$ cat src/rtl/capcmp_pkg.sv
package capcmp_pkg;
  typedef enum logic {ST_WAIT = 1'b0, ST_RUN = 1'b1} run_state_e;

  typedef struct packed {
    logic capture;
    logic timeout;
  } period_evt_t;
endpackage

$ cat src/rtl/capcmp_sync_edge.sv
module capcmp_sync_edge #(
  parameter int STAGES = 2
) (
  input  logic clk_i,
  input  logic rst_ni,
  input  logic pin_i,
  input  logic edge_fall_i,
  output logic act_edge_o
);
  logic [STAGES-1:0] stg_q;
  logic              prev_q;

  for (genvar i = 0; i < STAGES; i++) begin : g_stage
    if (i == 0) begin : g_first
      always_ff @(posedge clk_i or negedge rst_ni)
        if (!rst_ni) stg_q[0] <= 1'b0;
        else         stg_q[0] <= pin_i;
    end else begin : g_next
      always_ff @(posedge clk_i or negedge rst_ni)
        if (!rst_ni) stg_q[i] <= 1'b0;
        else         stg_q[i] <= stg_q[i-1];
    end
  end

  always_ff @(posedge clk_i or negedge rst_ni)
    if (!rst_ni) prev_q <= 1'b0;
    else         prev_q <= stg_q[STAGES-1];

  logic rise, fall;
  assign rise       = stg_q[STAGES-1] & ~prev_q;
  assign fall       = ~stg_q[STAGES-1] & prev_q;
  assign act_edge_o = edge_fall_i ? fall : rise;
endmodule

$ cat src/rtl/capcmp_core.sv
module capcmp_core
  import capcmp_pkg::*;
#(
  parameter int CNT_W = 32
) (
  input  logic             clk_i,
  input  logic             rst_ni,
  input  logic             en_i,
  input  logic             tick_i,
  input  logic             act_edge_i,
  input  logic             cnt_wr_i,
  input  logic [CNT_W-1:0] cnt_wdata_i,
  input  logic [CNT_W-1:0] cmp_i,
  output logic [CNT_W-1:0] cnt_o,
  output logic [CNT_W-1:0] cap_o,
  output logic             armed_o,
  output period_evt_t      evt_o
);
  localparam logic [CNT_W-1:0] RELOAD = CNT_W'(1);

  run_state_e       state_q;
  logic [CNT_W-1:0] cnt_q, cap_q;
  logic             run;

  assign run           = en_i && (state_q == ST_RUN);
  assign evt_o.capture = run && act_edge_i;
  // capture outranks timeout in the same cycle
  assign evt_o.timeout = run && !act_edge_i && tick_i && (cnt_q == cmp_i);

  always_ff @(posedge clk_i or negedge rst_ni) begin
    if (!rst_ni) begin
      state_q <= ST_WAIT;
      cnt_q   <= '0;
      cap_q   <= '0;
    end else if (!en_i) begin
      state_q <= ST_WAIT;
      if (cnt_wr_i) cnt_q <= cnt_wdata_i;
    end else if (state_q == ST_WAIT) begin
      if (act_edge_i) state_q <= ST_RUN;
    end else if (evt_o.capture) begin
      cap_q <= cnt_q;
      cnt_q <= RELOAD;
    end else if (evt_o.timeout) begin
      cnt_q <= RELOAD;
    end else if (tick_i) begin
      cnt_q <= cnt_q + RELOAD;
    end
  end

  assign cnt_o   = cnt_q;
  assign cap_o   = cap_q;
  assign armed_o = (state_q == ST_RUN);
endmodule

$ cat src/rtl/capcmp_flag.sv
module capcmp_flag
  import capcmp_pkg::*;
(
  input  logic        clk_i,
  input  logic        rst_ni,
  input  period_evt_t evt_i,
  input  logic        clr_i,
  input  logic        irq_en_i,
  output logic        flag_o,
  output logic        cause_o,
  output logic        irq_o
);
  logic flag_q, cause_q;

  always_ff @(posedge clk_i or negedge rst_ni) begin
    if (!rst_ni) begin
      flag_q  <= 1'b0;
      cause_q <= 1'b0;
    end else if (evt_i.capture || evt_i.timeout) begin
      flag_q  <= 1'b1;
      cause_q <= evt_i.capture;
    end else if (clr_i) begin
      flag_q  <= 1'b0;
      cause_q <= 1'b0;
    end
  end

  assign flag_o  = flag_q;
  assign cause_o = cause_q;
  assign irq_o   = flag_q & irq_en_i;
endmodule

$ cat src/rtl/capcmp_timer.sv
module capcmp_timer
  import capcmp_pkg::*;
#(
  parameter int CNT_W       = 32,
  parameter int SYNC_STAGES = 2
) (
  input  logic             clk_i,
  input  logic             rst_ni,
  input  logic             tick_i,
  input  logic             en_i,
  input  logic             pin_i,
  input  logic             edge_fall_i,
  input  logic             cnt_wr_i,
  input  logic [CNT_W-1:0] cnt_wdata_i,
  input  logic [CNT_W-1:0] cmp_i,
  input  logic             irq_en_i,
  input  logic             flag_clr_i,
  output logic [CNT_W-1:0] cnt_o,
  output logic [CNT_W-1:0] cap_o,
  output logic             flag_o,
  output logic             cause_o,
  output logic             irq_o
);
  logic        act_edge;
  logic        armed;
  period_evt_t evt;

  capcmp_sync_edge #(.STAGES(SYNC_STAGES)) u_edge (
    .clk_i      (clk_i),
    .rst_ni     (rst_ni),
    .pin_i      (pin_i),
    .edge_fall_i(edge_fall_i),
    .act_edge_o (act_edge)
  );

  capcmp_core #(.CNT_W(CNT_W)) u_core (
    .clk_i      (clk_i),
    .rst_ni     (rst_ni),
    .en_i       (en_i),
    .tick_i     (tick_i),
    .act_edge_i (act_edge),
    .cnt_wr_i   (cnt_wr_i),
    .cnt_wdata_i(cnt_wdata_i),
    .cmp_i      (cmp_i),
    .cnt_o      (cnt_o),
    .cap_o      (cap_o),
    .armed_o    (armed),
    .evt_o      (evt)
  );

  capcmp_flag u_flag (
    .clk_i   (clk_i),
    .rst_ni  (rst_ni),
    .evt_i   (evt),
    .clr_i   (flag_clr_i),
    .irq_en_i(irq_en_i),
    .flag_o  (flag_o),
    .cause_o (cause_o),
    .irq_o   (irq_o)
  );


  arm_quiet_chk: assert property (@(posedge clk_i) disable iff (!rst_ni)
    en_i && !armed && act_edge |=> armed && !$rose(flag_o) && $stable(cnt_o));


  wait_frozen_chk: assert property (@(posedge clk_i) disable iff (!rst_ni)
    !armed && !cnt_wr_i |=> $stable(cnt_o));


  capture_reload_chk: assert property (@(posedge clk_i) disable iff (!rst_ni)
    en_i && armed && act_edge |=>
      cap_o == $past(cnt_o) && cnt_o == CNT_W'(1) && flag_o && cause_o);


  timeout_reload_chk: assert property (@(posedge clk_i) disable iff (!rst_ni)
    en_i && armed && !act_edge && tick_i && cnt_o == cmp_i |=>
      cnt_o == CNT_W'(1) && $stable(cap_o) && flag_o && !cause_o);


  disable_unarm_chk: assert property (@(posedge clk_i) disable iff (!rst_ni)
    !en_i |=> !armed);


  flag_clear_chk: assert property (@(posedge clk_i) disable iff (!rst_ni)
    flag_clr_i && !(en_i && armed && (act_edge || (tick_i && cnt_o == cmp_i)))
      |=> !flag_o && !cause_o);


  tick_gate_chk: assert property (@(posedge clk_i) disable iff (!rst_ni)
    en_i && armed && !act_edge && !tick_i |=> $stable(cnt_o));


  irq_mask_chk: assert property (@(posedge clk_i) disable iff (!rst_ni)
    !irq_en_i |-> !irq_o);
endmodule

$ cat config.mk
export PLATFORM = sky130hd
export DESIGN_NAME = capcmp_timer
export DESIGN_NICKNAME = d
export VERILOG_FILES = /design/src/rtl/capcmp_pkg.sv /design/src/rtl/capcmp_sync_edge.sv /design/src/rtl/capcmp_core.sv /design/src/rtl/capcmp_flag.sv /design/src/rtl/capcmp_timer.sv
export SDC_FILE = /design/constraint.sdc
export NUM_CORES = 1
export LEC_CHECK = 0
export BUFFER_PORTS_ARGS = -buffer_cell sky130_fd_sc_hd__buf_2
export CAP_MARGIN = 10
export CORE_MARGIN = 10
export CORE_UTILIZATION = 50
export DETAILED_ROUTE_END_ITERATION = 16
export HOLD_SLACK_MARGIN = 0.08
export MAX_ROUTING_LAYER = met4
export PLACE_DENSITY = 0.85
export SYNTH_ARGS = -nofsm -noshare
export SYNTH_HDL_FRONTEND = slang
export SYNTH_SLANG_ARGS = --single-unit
$ cat constraint.sdc
create_clock -name clk_i -period 3.1 [get_ports clk_i]
set_clock_uncertainty 0.2 [all_clocks]
set_input_delay 0.155 -clock clk_i [delete_from_list [all_inputs] [get_ports clk_i]]
set_output_delay 0.155 -clock clk_i [all_outputs]
set_load 0.01 [all_outputs]
==> metrics.yaml <==
outcome:
  status: "completed"
pwr:
  powerDensity_nw_per_um2: 619
  internal_power_mw: 2.12
  p_clk_share_pct: 24.6
  combPwrFrac_pct: 32.1
  p_seq_share_pct: 43.3
  p_sw_share_pct: 35.2
  p_sw_mw: 1.15
  leakage_nw: 2.41
  max-vdd-ir-drop_uv: 346
detailed_routing:
  wl_per_cell_um: 19.6
  antenna_left: 0
  wl_um: 13100
  vias_per_cell: 5.81
  drt_first_pass_iters: 6
  route.detailed.drc: 0
  first_iter_violations: 346
  num_vias: 3878
floorplan:
  start_util_pct: 50.9
  num_rows: 32
  fp.dieArea_sq_um: 11700
  io_pins: 140
  die_h_um: 108
  core_region_area_sq_um: 7650
  die_x_um: 108
sta:
  slew_violations: 0
  worst_pin_slew_ns: 0.914
  grt_setup_unrepaired: "no"
  period_minus_slack_ns: 2.90
  setup_tns_ns: 0
  fmax_mhz: 345
  fin_ws_ns: 0.197
  fin_crit_sh_pct: 93.6
  finalHoldViolCount: 0
  slew_headroom_pct: 39.1
  whs_ns: 0.109
  setup_viol: 0
layout:
  mostFrequentLayoutCells: "buf_2 (138), dfrtp_1 (69), nand3_1 (38), dlygate4sd3_1 (38), mux2_2 (32)"
  area_delta_synth_final_pct: 35.7
  fillers: 562
  post-route-util_pct: 69.1
  diodes: 0
  drive_gt1_share_pct: 37.5
  fin_nets: 636
  final_common_cell: "buf_2"
synthesis:
  muxShareOfSynthArea_pct: 9.25
  synth-xor-area-share_pct: 7.19
  synth_cell_types: 47
  synth.avg_cell_area_sq_um: 9.86
  synth_edf_count: 0
  synth_fa_ha_area_share_pct: 0.321
  synth_top_family_by_area: "simple AND/OR/NAND/NOR gates"
  postSynthCellCount: 395
  synth_compound_area_share_pct: 11.7
  syn-num-nets: 469
  ys_seq_elements: 70
  synth-simple-area-share_pct: 21.3
  synth-main-ff-cell: "dfrtp_1"
  netlist_area_sq_um: 3900
  yosysSeqAreaShare_pct: 45.0
  ys.warnings.count: 0
  async_reset_ff_share_pct: 100
cts:
  cts_made_buffers: 9
  htree_num_levels: 3
  clock_path_buffers: 2
  path_clk_slew_ns: 0.08
  clk_latency_ns: 0.35
  tritoncts: "yes"
  clock_sinks: 70
  root_buffer: "clkbuf_8"
global_route:
  grt_pass1_wl_um: 20700
  grt_usage_pct: 22.9
  grt_max_degree: 71
  grt-ovfl-total: 0
  antenna_found_initial: 0
  grt_pass1_vias: 3926
setup_path:
  crit_path_max_fanout: 10
  worstSetupStartpointType: "flop"
  crit_type: "flop to flop"
  cp.arrival_ns: 2.94
  crit_required_ns: 3.14
  end_kind: "flop"
placed_design:
  io_buffers: 139
  gp_congestion: 0.957
  pre_cts_slack_ns: 0.396
  dpl.hpwl_um: 9440
run:
  max_cap_violations: 0
worst_hold_path:
  worstHoldPathType: "input port to flop"
## power groups by stage
stage / sequential, mW / clock (mW) / combinational, mW
global route: 1.45 / 0.852 / 1.15
floorplan: 1.44 / 0 / 0.521
CTS: 1.41 / 0.815 / 1.05
global placement: 1.41 / 0 / 0.988
finish: 1.42 / 0.804 / 1.05
detailed placement: 1.42 / 0 / 1.01
## cell usage after synthesis, types with 4 or more instances
library cell | instances | share of area [%]
o21ai_1 | 4 | 0.51
buf_2 | 22 | 2.8
mux2_2 | 32 | 9.2
a222oi_1 | 7 | 1.8
o311ai_1 | 4 | 0.90
o21ai_0 | 5 | 0.64
nand4_1 | 21 | 3.4
dfrtp_1 | 70 | 45
nand3_1 | 38 | 4.9
inv_1 | 12 | 1.2
xnor2_1 | 32 | 7.2
and3_1 | 5 | 0.80
a21oi_1 | 12 | 1.5
clkbuf_1 | 8 | 0.77
nand2_1 | 30 | 2.9
nor3_1 | 6 | 0.77
a22oi_1 | 12 | 2.3
nor2_1 | 29 | 2.8
## kinds of logic after synthesis
group / count (synthesis)
buffers and inverters: 45
and+or+nand+nor: 153
AOI/OAI and AO/OA: 62
muxes: 32
DFF: 70
xor gates and xnor gates: 32
adders and majority gates: 1
## state kept, by name, indices dropped and copies added (netlist names)
signal	flops
u_core.armed_o	1
u_core.cap_o	32
u_core.cnt_o	32
u_edge.prev_q	1
u_edge.stg_q	2
u_flag.cause_o	1
u_flag.flag_o	1
## metal layers
| metal | vias to the layer above | GRT usage, % | part of all wire (%) |
|---|---|---|---|
| met5 | - | - | 0 |
| met2 | 225 | 35.9 | 48 |
| met3 | 34 | 4.82 | 8.5 |
| li1 | 1771 | - | - |
| met4 | 0 | 11.0 | 3.6 |
| met1 | 1848 | 27.7 | 40 |
## worst max-delay path, cell delays in order, from the launching register on
cell	delay, ns
dfrtp_1	0.52
xnor2_1	0.23
nand4_1	0.21
nor4_4	0.35
a21boi_1	0.13
buf_4	0.19
a222oi_1	0.30
nand2_1	0.10
dlygate4sd3_1	0.56
## metrics by stage
stage	instance area, sq um	power [mW]	instances
3_3_place_gp	4670	2.40	614
5_1_grt	5290	3.45	668
4_1_cts	5260	3.28	667
6_report	5290	3.27	668
3_5_place_dp	4670	2.43	614
2_1_floorplan	3900	1.96	395
## area by class of cell
cell class	count	area (sq um)	share of cell area, %
Sequential cell	70	1750	33.2
Clock inverter	6	87.6	1.66
Multi-Input combinational cell	280	1970	37.3
Inverter	13	48.8	0.923
Tap cell	102	128	2.41
Timing Repair Buffer	188	1170	22.2
Clock buffer	9	124	2.34
## path summary, 6_finish.rpt
path                                             startpoint                           end  slack (ns)  cells past startpoint
worst max-delay path            u_core.cnt_o[7]$_DFFE_PN0P_   u_core.cnt_o[9]$_DFFE_PN0P_        0.20                      8
worst max register to register  u_core.cnt_o[7]$_DFFE_PN0P_   u_core.cnt_o[9]$_DFFE_PN0P_        0.20                      8
worst min-delay path                                   en_i  u_core.cnt_o[13]$_DFFE_PN0P_        0.11                      4
max in group asynchronous                            rst_ni  u_core.cnt_o[19]$_DFFE_PN0P_        1.77                      2
worst min register to register    u_edge.stg_q[0]$_DFF_PN0_     u_edge.stg_q[1]$_DFF_PN0_        0.16                      0
min in group asynchronous                            rst_ni   u_core.cap_o[8]$_DFFE_PN0P_        0.24                      2
## timing repair
item                                    in CTS  in global routing
endpoints found under the hold margin      106                  0
gates resized for setup                      0                  4
hold buffers                                38                  0
buffers inserted                             0                  1
endpoints found under the setup margin       0                  1
Power figures use the tool's default switching activity.
